## src/rtl/l2sf_pkg.sv

```systemverilog
package l2sf_pkg;

    typedef enum logic [1:0] {
        COH_I = 2'd0,
        COH_S = 2'd1,
        COH_E = 2'd2,
        COH_M = 2'd3
    } coh_t;

    typedef enum logic [2:0] {
        OP_SNP_RD   = 3'd0,
        OP_SNP_RDX  = 3'd1,
        OP_L2_EVICT = 3'd2,
        OP_L2_FILL  = 3'd3,
        OP_L1_FILL  = 3'd4,
        OP_L1_WRHIT = 3'd5,
        OP_L1_EVICT = 3'd6,
        OP_NONE     = 3'd7
    } op_t;

    typedef enum logic [1:0] {
        L1R_INV        = 2'd0,
        L1R_INV_RECALL = 2'd1,
        L1R_RECALL     = 2'd2
    } l1req_t;

    typedef enum logic [1:0] {
        ST_IDLE    = 2'd0,
        ST_L1_WAIT = 2'd1,
        ST_RESPOND = 2'd2
    } fsm_t;

    typedef struct packed {
        coh_t coh;
        logic in_l1;
        logic stale;
    } line_t;

    localparam line_t LINE_EMPTY = '{coh: COH_I, in_l1: 1'b0, stale: 1'b0};

endpackage

```

## src/rtl/l2sf_line_table.sv

```systemverilog
module l2sf_line_table
    import l2sf_pkg::*;
#(
    parameter int LINES = 16,
    parameter int IDX_W = $clog2(LINES)
) (
    input  logic             clk,
    input  logic             rst_n,
    input  logic             we,
    input  logic [IDX_W-1:0] idx,
    input  line_t            wdata,
    output line_t            rdata
);

    line_t mem [LINES];

    always_ff @(posedge clk) begin
        if (!rst_n) begin
            for (int i = 0; i < LINES; i++) begin
                mem[i] <= LINE_EMPTY;
            end
        end else if (we) begin
            mem[idx] <= wdata;
        end
    end

    assign rdata = mem[idx];

endmodule

```

## src/rtl/l2sf_action_decode.sv

```systemverilog
module l2sf_action_decode
    import l2sf_pkg::*;
(
    input  op_t    kind,
    input  logic   excl,
    input  line_t  cur,
    output logic   tracked,
    output line_t  imm_line,
    output logic   need_l1,
    output l1req_t l1_kind,
    output line_t  resp_line,
    output logic   hit,
    output logic   flush
);

    always_comb begin
        tracked   = 1'b0;
        imm_line  = cur;
        need_l1   = 1'b0;
        l1_kind   = L1R_INV;
        resp_line = cur;
        hit       = (cur.coh != COH_I);
        flush     = (cur.coh == COH_M);
        unique case (kind)
            OP_SNP_RD: begin
                tracked = 1'b1;
                need_l1 = cur.stale;
                l1_kind = L1R_RECALL;
                if (cur.coh != COH_I) begin
                    resp_line.coh = COH_S;
                end
            end
            OP_SNP_RDX, OP_L2_EVICT: begin
                tracked   = 1'b1;
                need_l1   = cur.in_l1;
                l1_kind   = cur.stale ? L1R_INV_RECALL : L1R_INV;
                resp_line = LINE_EMPTY;
            end
            OP_L2_FILL: begin
                if (cur.coh == COH_I) begin
                    imm_line     = LINE_EMPTY;
                    imm_line.coh = excl ? COH_E : COH_S;
                end
            end
            OP_L1_FILL: begin
                if (cur.coh != COH_I) begin
                    imm_line.in_l1 = 1'b1;
                end
            end
            OP_L1_WRHIT: begin
                if (cur.in_l1 && (cur.coh == COH_E || cur.coh == COH_M)) begin
                    imm_line.coh   = COH_M;
                    imm_line.stale = 1'b1;
                end
            end
            OP_L1_EVICT: begin
                imm_line.in_l1 = 1'b0;
                imm_line.stale = 1'b0;
            end
            OP_NONE: begin
            end
        endcase
    end

endmodule

```

## src/rtl/l2_snoop_filter.sv

```systemverilog
module l2_snoop_filter
    import l2sf_pkg::*;
#(
    parameter int LINES = 16,
    localparam int IDX_W = $clog2(LINES)
) (
    input  logic             clk,
    input  logic             rst_n,
    input  logic             op_valid,
    input  logic [2:0]       op_kind,
    input  logic [IDX_W-1:0] op_idx,
    input  logic             op_excl,
    output logic             busy,
    output logic             l1_req_valid,
    output logic [1:0]       l1_req_kind,
    output logic [IDX_W-1:0] l1_req_idx,
    input  logic             l1_ack,
    output logic             done_valid,
    output logic             done_hit,
    output logic             done_flush,
    output logic [IDX_W-1:0] done_idx
);

    fsm_t             st, st_nxt;
    op_t              cur_kind;
    logic [IDX_W-1:0] cur_idx;
    l1req_t           req_kind;

    logic             accept;
    logic [IDX_W-1:0] line_idx;
    op_t              dec_kind;
    line_t            rd_line, wr_line;
    logic             wr_en;

    logic             tracked, need_l1, hit, flush;
    l1req_t           l1_kind;
    line_t            imm_line, resp_line;

    assign accept   = (st == ST_IDLE) && op_valid;
    assign line_idx = (st == ST_IDLE) ? op_idx : cur_idx;
    assign dec_kind = (st == ST_IDLE) ? op_t'(op_kind) : cur_kind;

    l2sf_line_table #(.LINES(LINES), .IDX_W(IDX_W)) u_table (
        .clk   (clk),
        .rst_n (rst_n),
        .we    (wr_en),
        .idx   (line_idx),
        .wdata (wr_line),
        .rdata (rd_line)
    );

    l2sf_action_decode u_decode (
        .kind      (dec_kind),
        .excl      (op_excl),
        .cur       (rd_line),
        .tracked   (tracked),
        .imm_line  (imm_line),
        .need_l1   (need_l1),
        .l1_kind   (l1_kind),
        .resp_line (resp_line),
        .hit       (hit),
        .flush     (flush)
    );

    // Next state and line-table write
    always_comb begin
        st_nxt  = st;
        wr_en   = 1'b0;
        wr_line = rd_line;
        unique case (st)
            ST_IDLE: begin
                if (accept) begin
                    if (tracked) begin
                        st_nxt = need_l1 ? ST_L1_WAIT : ST_RESPOND;
                    end else begin
                        wr_en   = 1'b1;
                        wr_line = imm_line;
                    end
                end
            end
            ST_L1_WAIT: begin
                if (l1_ack) begin
                    st_nxt        = ST_RESPOND;
                    wr_en         = 1'b1;
                    wr_line.stale = 1'b0;
                    if (req_kind != L1R_RECALL) begin
                        wr_line.in_l1 = 1'b0;
                    end
                end
            end
            ST_RESPOND: begin
                st_nxt  = ST_IDLE;
                wr_en   = 1'b1;
                wr_line = resp_line;
            end
            default: st_nxt = ST_IDLE;
        endcase
    end

    // State register
    always_ff @(posedge clk) begin
        if (!rst_n) begin
            st <= ST_IDLE;
        end else begin
            st <= st_nxt;
        end
    end

    // Captured operation
    always_ff @(posedge clk) begin
        if (!rst_n) begin
            cur_kind <= OP_NONE;
            cur_idx  <= '0;
            req_kind <= L1R_INV;
        end else if (accept) begin
            cur_kind <= op_t'(op_kind);
            cur_idx  <= op_idx;
            req_kind <= l1_kind;
        end
    end

    // Outputs
    always_comb begin
        busy         = (st != ST_IDLE);
        l1_req_valid = (st == ST_L1_WAIT);
        l1_req_kind  = req_kind;
        l1_req_idx   = cur_idx;
        done_valid   = (st == ST_RESPOND);
        done_hit     = done_valid && hit;
        done_flush   = done_valid && flush;
        done_idx     = cur_idx;
    end

endmodule

```

## config.mk

```make
export PLATFORM = sky130hd
export DESIGN_NAME = l2_snoop_filter
export DESIGN_NICKNAME = d
export VERILOG_FILES = /design/src/rtl/l2sf_pkg.sv /design/src/rtl/l2sf_line_table.sv /design/src/rtl/l2sf_action_decode.sv /design/src/rtl/l2_snoop_filter.sv
export SDC_FILE = /design/constraint.sdc
export NUM_CORES = 1
export LEC_CHECK = 0
export ABC_CLOCK_PERIOD_IN_PS = 5660
export BUFFER_PORTS_ARGS = -buffer_cell sky130_fd_sc_hd__buf_2
export CORE_UTILIZATION = 25
export DETAILED_ROUTE_END_ITERATION = 8
export HOLD_SLACK_MARGIN = 0.08
export SLEW_MARGIN = 5
export SYNTH_ARGS = -nofsm -noshare
export SYNTH_HDL_FRONTEND = slang
export SYNTH_SLANG_ARGS = --single-unit
export TNS_END_PERCENT = 10
```

## constraint.sdc

```tcl
create_clock -name clk -period 5.66 [get_ports clk]
set_clock_uncertainty 0.05 [all_clocks]
set_input_delay 1.698 -clock clk [delete_from_list [all_inputs] [get_ports clk]]
set_output_delay 1.698 -clock clk [all_outputs]
set_load 0.005 [all_outputs]
```

==> results of run 1 <==
## worst paths after layout
kind,slack [ns],to,cells past startpoint
worst min register to register,0.43,cur_kind[2]$_SDFFE_PN1P_,2
worst min-delay path,0.43,cur_kind[2]$_SDFFE_PN1P_,2
worst max register to register,1.56,u_table.mem[14][0]$_SDFFCE_PN0P_,8
worst max-delay path,0.15,done_hit,9
## area by class of cell
class	count	area share (%)
well taps	220	5.67
flip-flops and latches	75	44.1
clock inverters	6	1.34
repair buffers	38	4.54
inverters	5	0.387
clock buffers	9	4.64
multi-input cells	305	39.3
## power breakdown
part	total [mW]	internal, mW	switching, mW
registers	0.651	0.627	0.0241
clock network	0.568	0.339	0.228
logic	0.364	0.124	0.240
total	1.58	1.09	0.493
## stage by stage
stage / total power, mW / setup slack (ns)
after detailed placement: 1.02 / 0.109
final: 1.58 / 0.151
after global routing: 1.63 / 0.0555
after CTS: 1.57 / 0.0991
after global placement: 1.01 / 0.172
after floorplan: 0.914 / 0.332
## cells by family after synthesis
group | count (synthesis) | share of synthesized area (%)
mux | 24 | 6.03
buf+inv | 37 | 4.91
simple gates | 169 | 19.5
xor+xnor | 4 | 0.824
compound gates | 108 | 18.4
flops | 75 | 50.4
## per-layer routing
metal | wire length [µm] | up-vias
li1 | - | 1575
met1 | 5360 | 1636
met2 | 5420 | 151
met3 | 919 | 13
met4 | 187 | 0
met5 | 0 | -
## registers in the layout, indices dropped and copies added, names as in the netlist
signal / count
cur_kind: 3
done_idx: 4
l1_req_kind: 2
st: 2
u_table.mem: 64
## critical path, stage by stage
cell,delay (ns)
buf_2,0.11
or3b_4,0.28
nand2_1,0.10
buf_4,0.21
a211oi_1,0.29
a311oi_1,0.09
or4_4,0.64
o21a_1,0.22
buf_2,0.12
## timing repair
action	4_1_cts	5_1_grt
resized for setup	0	1
setup buffers	0	0
hold buffers	0	0
setup endpoints to repair	0	2
## placed cells by master, fill, tap and decap left out, types with 2 or more instances in the layout
cell,synthesis,routed
buf_4,7,12
nor2_1,27,27
nor3_1,4,4
a32oi_1,4,4
a211o_1,5,5
a21oi_1,34,34
o31ai_1,2,2
a21o_1,2,2
dfxtp_1,11,11
clkinv_4,0,2
a211oi_1,11,11
xor2_1,2,2
inv_1,4,4
edfxtp_1,64,64
nor4b_1,4,4
o211ai_1,3,3
xnor2_1,2,2
nand2_1,68,68
mux2_2,3,3
nor2b_1,21,21
and3_1,9,9
nor4bb_1,2,2
clkbuf_16,0,9
buf_2,5,26
or4_1,2,2
a21oi_2,6,6
o22ai_1,3,3
a21boi_0,7,7
a31oi_1,7,7
nand3_1,21,21
mux2i_1,20,20
o21ai_0,5,5
o21a_1,3,3
==> summary.md, run 1 <==
| Metric | Value |
|---|---|
| Post-Syn Area per Cell | 10.2 µm² |
| Cells after Synth | between 400 and 500 |
| Number of synthesized flops with an enable pin | 64 |
| Synth top cells by count | nand2_1, edfxtp_1, a21oi_1 |
| Nets | 446 |
| Hold Path Class | reg -> reg |
| Global placement routability congestion | 0.914 |
| Worst setup SP type | input port |
| Initial antenna violation count | 0 |
| Top cell type by total area after synthesis | edfxtp_1 |
| First-pass GRT wire length | 18.6 mm |
| Htree depth | 3 |
| Rows | 47 |
| P_leak | 1.77 nW |
| Vias per inst | 5.13 |
| Ys flop type | edfxtp_1 |
| CTS Buffer Depth | 2 |
| Max_slew headroom | about two fifths |
| Layout cell share with drive strength beyond 1 | approximately 17% |
| Hold path startpoint | cur_kind[2]$_SDFFE_PN1P_ |
| Worst vdd ir | around 130 µV |
| Inserted Diodes | 0 |
| Drt drc | 0 |
| Multi-input logic area | 1910 µm² |
| Initial Util | 25.7% |
| Post-route ant nets | 0 |
| Vias in the first global route | between 3,000 and 4,000 |
| CTS tree | yes |
| Die H | about 130 µm |
| Count leader, synth | nand2_1 |
| Die area | around 18,000 µm² |
| Setup Viol. Count Final | 0 |
| Placed Area | 4560 µm² |
| FILL cells | 1,747 |
| Flops & latches, synth | 75 |
| Max-slew violation count | 0 |
| Final WL | 11.9 mm |
| Status | completed |
| Dpl hpwl | 8.07 mm |
| Tcrit/Tclk final | 97.3% |
| Reg2reg start | st[1]$_SDFFE_PN0P_ |
| Later-pin clock latency in the skew report | 0.34 ns |
| Critical Path Fanout Max | 9 |
| Setup TNS | 0 ns |
| Area Growth Syn to Fin | 14.1% |
| Worst Path Arrival | between 3 and 4 ns |
| Maxcap violations | 0 |
| Design Area, Final | 4850 µm² |
| GR Util met1 | 18.3% |
| Power density of the placed cells | between 300 and 400 nW/µm² |
| Cts bufs inserted | 9 |
| Met3 Resource Use GR | 4.87% |
| Worst-Margin Slew | 0.922 ns |
| Final core utilization | 29.3% |
| Critical path type | in -> out |
| Async set-reset flop share out of synthesis | 0% |
| Sequential area share after synthesis | 50.4% |
| Largest cells by area after synthesis | edfxtp_1, nand2_1, dfxtp_1 |
| CP endpoint kind | output pin |
| Grt peak-use layer | met2 |
| Tmin final | 5.51 ns |
| # clock sinks | 75 |
| Achievable frequency | approximately 180 MHz |
| Overall Global Routing Usage | between 10% and 20% |
| Post-synth top area share | roughly 45% |
| Req. time, crit path | roughly 3.9 ns |
| Post-synthesis net count | approximately 430 |
| RSZ-0062 raised after global routing | no |
| Largest net degree at the start of global routing | 30 |
| Die Width | 132 µm |
| Library cells used by synthesis | 63 |
| Top Ports | 27 |
| Clk root buf | clkbuf_16 |
| Met2 capacity usage during global routing | 21.3% |
| DRT Pass-1 Iters | 5 |
| Port Buffers | 26 |
| Fin Hold WS | 0.433 ns |
| Finished Layout Cells | 658 |
| # placed instances | 643 |
| Worst setup startpoint | op_idx[0] |
| Final Hold Fails | 0 |
| Vias | 3,375 |
| GRT overflow | 0 |
| Core Box Area | 16,600 µm² |
| Synthesized area | 4250 µm² |
| Yosys Warn Count | 0 |
| DRT iter0 DRCs | 457 |
| Register area | approximately 2100 µm² |
| Routed len/inst | between 15 and 20 µm |
| Clk slew on worst S/H paths | 0.05 ns |
No activity file was read; power rests on OpenSTA's default activity.
==> run 2: changes to the inputs <==
--- a/config.mk
+++ b/config.mk
@@ -7,9 +7,12 @@
 export LEC_CHECK = 0
 export ABC_CLOCK_PERIOD_IN_PS = 5660
 export BUFFER_PORTS_ARGS = -buffer_cell sky130_fd_sc_hd__buf_2
+export CELL_PAD_IN_SITES_DETAIL_PLACEMENT = 1
+export CELL_PAD_IN_SITES_GLOBAL_PLACEMENT = 2
 export CORE_UTILIZATION = 25
 export DETAILED_ROUTE_END_ITERATION = 8
 export HOLD_SLACK_MARGIN = 0.08
+export PLACE_DENSITY_LB_ADDON = 0.1
 export SLEW_MARGIN = 5
 export SYNTH_ARGS = -nofsm -noshare
 export SYNTH_HDL_FRONTEND = slang
==> run 2 against run 1 <==
Cell area grew 2.7%. Critical path type unchanged. Global-route usage increased by 3.8 points. Register-to-register slack improved by 0.37 ns. Fmax is 1.0% higher. Combinational power up 7.7%. Hold slack better by 0.0040 ns. Total power increased by 8.6%. Core utilization increased by 0.79 points. Sequential power barely moved. Sequential share of layout area is 1.2 points lower. Cell count increased by 1.5%. First-iteration DRC count shrank 68%.
==> summary.md, run 2 (synthesis results as in run 1) <==
| Metric | Value |
|---|---|
| Post-route ant nets | 0 (unchanged) |
| Area Growth Syn to Fin | 17.1% (was 14.1%) |
| Tcrit/Tclk final | 96.3% (was 97.3%) |
| Layout cell share with drive strength beyond 1 | 18.8% (was 16.9%) |
| Cts bufs inserted | 9 (unchanged) |
| Rows | 47 (unchanged) |
| Core Box Area | 16,600 µm² (unchanged) |
| Nets | 455 (was 446) |
| Worst path slowest cell | or4_4 (unchanged) |
| Clk slew on worst S/H paths | 0.06 ns (was 0.05 ns) |
| Clk root buf | clkbuf_16 (unchanged) |
| Top Ports | 27 (unchanged) |
| Reg2reg start | st[1]$_SDFFE_PN0P_ (unchanged) |
| DRT iter0 DRCs | 145 (was 457) |
| Power density of the placed cells | 345 nW/µm² (was 326 nW/µm²) |
| RSZ-0062 raised after global routing | no (unchanged) |
| Final Hold Fails | 0 (unchanged) |
| First-pass GRT wire length | 22.4 mm (was 18.6 mm) |
| CP endpoint kind | output pin (unchanged) |
| Global placement routability congestion | 0.790 (was 0.914) |
| Hold depth | 2 (unchanged) |
| Worst Path Arrival | 3.70 ns (was 3.76 ns) |
| Fin Hold WS | 0.437 ns (was 0.433 ns) |
| Req. time, crit path | 3.91 ns (about the same) |
| Status | completed (unchanged) |
| GRT overflow | 0 (unchanged) |
| CTS Buffer Depth | 2 (unchanged) |
| Dpl hpwl | 10.7 mm (was 8.07 mm) |
| Postcts setup bufs | 0 (unchanged) |
| Die area | 17,500 µm² (unchanged) |
| Final WL | 14.7 mm (was 11.9 mm) |
| Max reg flops | 64 (unchanged) |
| Setup Viol. Count Final | 0 (unchanged) |
| FILL cells | 1,882 (was 1,747) |
| Largest net degree at the start of global routing | 29 (was 30) |
| Worst setup startpoint | op_idx[0] (unchanged) |
| Htree depth | 3 (unchanged) |
| Max_slew headroom | 44.5% (was 38.5%) |
| Worst Hold End | cur_kind[2]$_SDFFE_PN1P_ (unchanged) |
| Overall Global Routing Usage | 17.7% (was 13.9%) |
| Routed len/inst | 22.1 µm (was 18.1 µm) |
| Top reg by flops | u_table.mem (unchanged) |
| Most common cell after layout, fill and taps aside | nand2_1 (unchanged) |
| Hold path startpoint | cur_kind[2]$_SDFFE_PN1P_ (unchanged) |
| Worst-Margin Slew | 0.832 ns (was 0.922 ns) |
| CTS tree | yes (unchanged) |
| Max incr delay on CP | 0.57 ns (was 0.64 ns) |
| Drt drc | 0 (unchanged) |
| Finished Layout Cells | 668 (was 658) |
| Most used cell, CP | buf_2 (unchanged) |
| Die Width | 132 µm (unchanged) |
| Worst vdd ir | 174 µV (was 127 µV) |
| Later-pin clock latency in the skew report | 0.35 ns (was 0.34 ns) |
| # clock sinks | 75 (unchanged) |
| Setup TNS | 0 ns (unchanged) |
| # placed instances | 652 (was 643) |
| R2R Setup Slk | 1.93 ns (was 1.56 ns) |
| Achievable frequency | 183 MHz (was 182 MHz) |
| Vias | 3,365 (was 3,375) |
| Tmin final | 5.45 ns (was 5.51 ns) |
| Initial Util | 25.7% (unchanged) |
| Critical path type | in -> out (unchanged) |
| R2R Path End | u_table.mem[0][2]$_SDFFCE_PN0P_ (was u_table.mem[14][0]$_SDFFCE_PN0P_) |
| Die H | 132 µm (unchanged) |
| Vias in the first global route | 3,463 (was 3,227) |
| Worst setup SP type | input port (unchanged) |
| P_leak | 1.84 nW (was 1.77 nW) |
| Initial antenna violation count | 0 (unchanged) |
| Max-slew violation count | 0 (unchanged) |
| Vias per inst | 5.04 (was 5.13) |
| Port Buffers | 26 (unchanged) |
| Commonest cells after routing, fill and taps aside | nand2_1, edfxtp_1, a21oi_1 (unchanged) |
| DRT Pass-1 Iters | 4 (was 5) |
| Inserted Diodes | 0 (unchanged) |
| Critical Path Fanout Max | 20 (was 9) |
| Cell Chain, Critical Path | buf_2, or3b_4, and2_4, mux2i_1, o22ai_1, or4_4, o21a_1, buf_2 (was buf_2, or3b_4, nand2_1, buf_4, a211oi_1, a311oi_1, or4_4, o21a_1, buf_2) |
| Hold Path Class | reg -> reg (unchanged) |
| Reg2reg path depth | 9 (was 8) |
| Maxcap violations | 0 (unchanged) |
[run 2: cell count changes in the layout (fill, tap and decap cells not counted)]
cell	delta
clkinv_1	-1
buf_12	+1
bufinv_16	+2
buf_4	+8
clkbuf_1	+1
clkinv_4	-1
[run 2: cell type report]
class	count	area [µm²]	share of cell area, %
Clock buffer	10	229	4.59
Timing Repair Buffer	47	300	6.03
Tap cell	220	275	5.52
Sequential cell	75	2140	43.0
Inverter	5	18.8	0.377
Multi-Input combinational cell	305	1910	38.2
Clock inverter	6	113	2.26
[run 2: worst max-delay path by stage]
stage | end | slack [ns] | cells after the start
after floorplan | done_flush | 0.33 | 10
after global placement | done_hit | 0.17 | 8
after detailed placement | done_hit | 0.14 | 8
after CTS | done_hit | 0.13 | 8
after global routing | done_hit | 0.09 | 8
final | done_hit | 0.21 | 8
[run 2: per-stage QoR]
stage	instance area (µm²)	utilization (%)	power, mW	worst slack [ns]
2_1_floorplan	4250	-	0.914	0.332
3_3_place_gp	4640	28.0	1.06	0.171
3_5_place_dp	4640	28.0	1.06	0.144
4_1_cts	4980	30.0	1.75	0.127
5_1_grt	4980	30.1	1.79	0.0941
6_report	4980	30.1	1.72	0.208
[run 2: critical path: cells and delay by family]
family | cells | cell delay [ns]
mux | 1 | 0.18
buf+inv | 2 | 0.21
compound gates | 2 | 0.32
simple gates | 3 | 1.28
[run 2: power breakdown]
part	total, mW	leakage, nW	switching (mW)	internal [mW]
logic	0.392	0.923	0.256	0.136
clock network	0.672	0.167	0.240	0.432
registers	0.654	0.752	0.0268	0.627
[run 2: per-layer routing]
layer	vias up	share of wire [%]	GRT usage [%]
li1	1601	-	-
met2	51	47	28.2
met3	20	2.6	3.45
met4	0	1.9	6.26
met1	1693	49	23.9
met5	-	0	0
[run 2: what timing repair did]
action	4_1_cts	5_1_grt
endpoints found under the setup margin	0	1
hold buffers	0	0
gates resized for setup	0	1
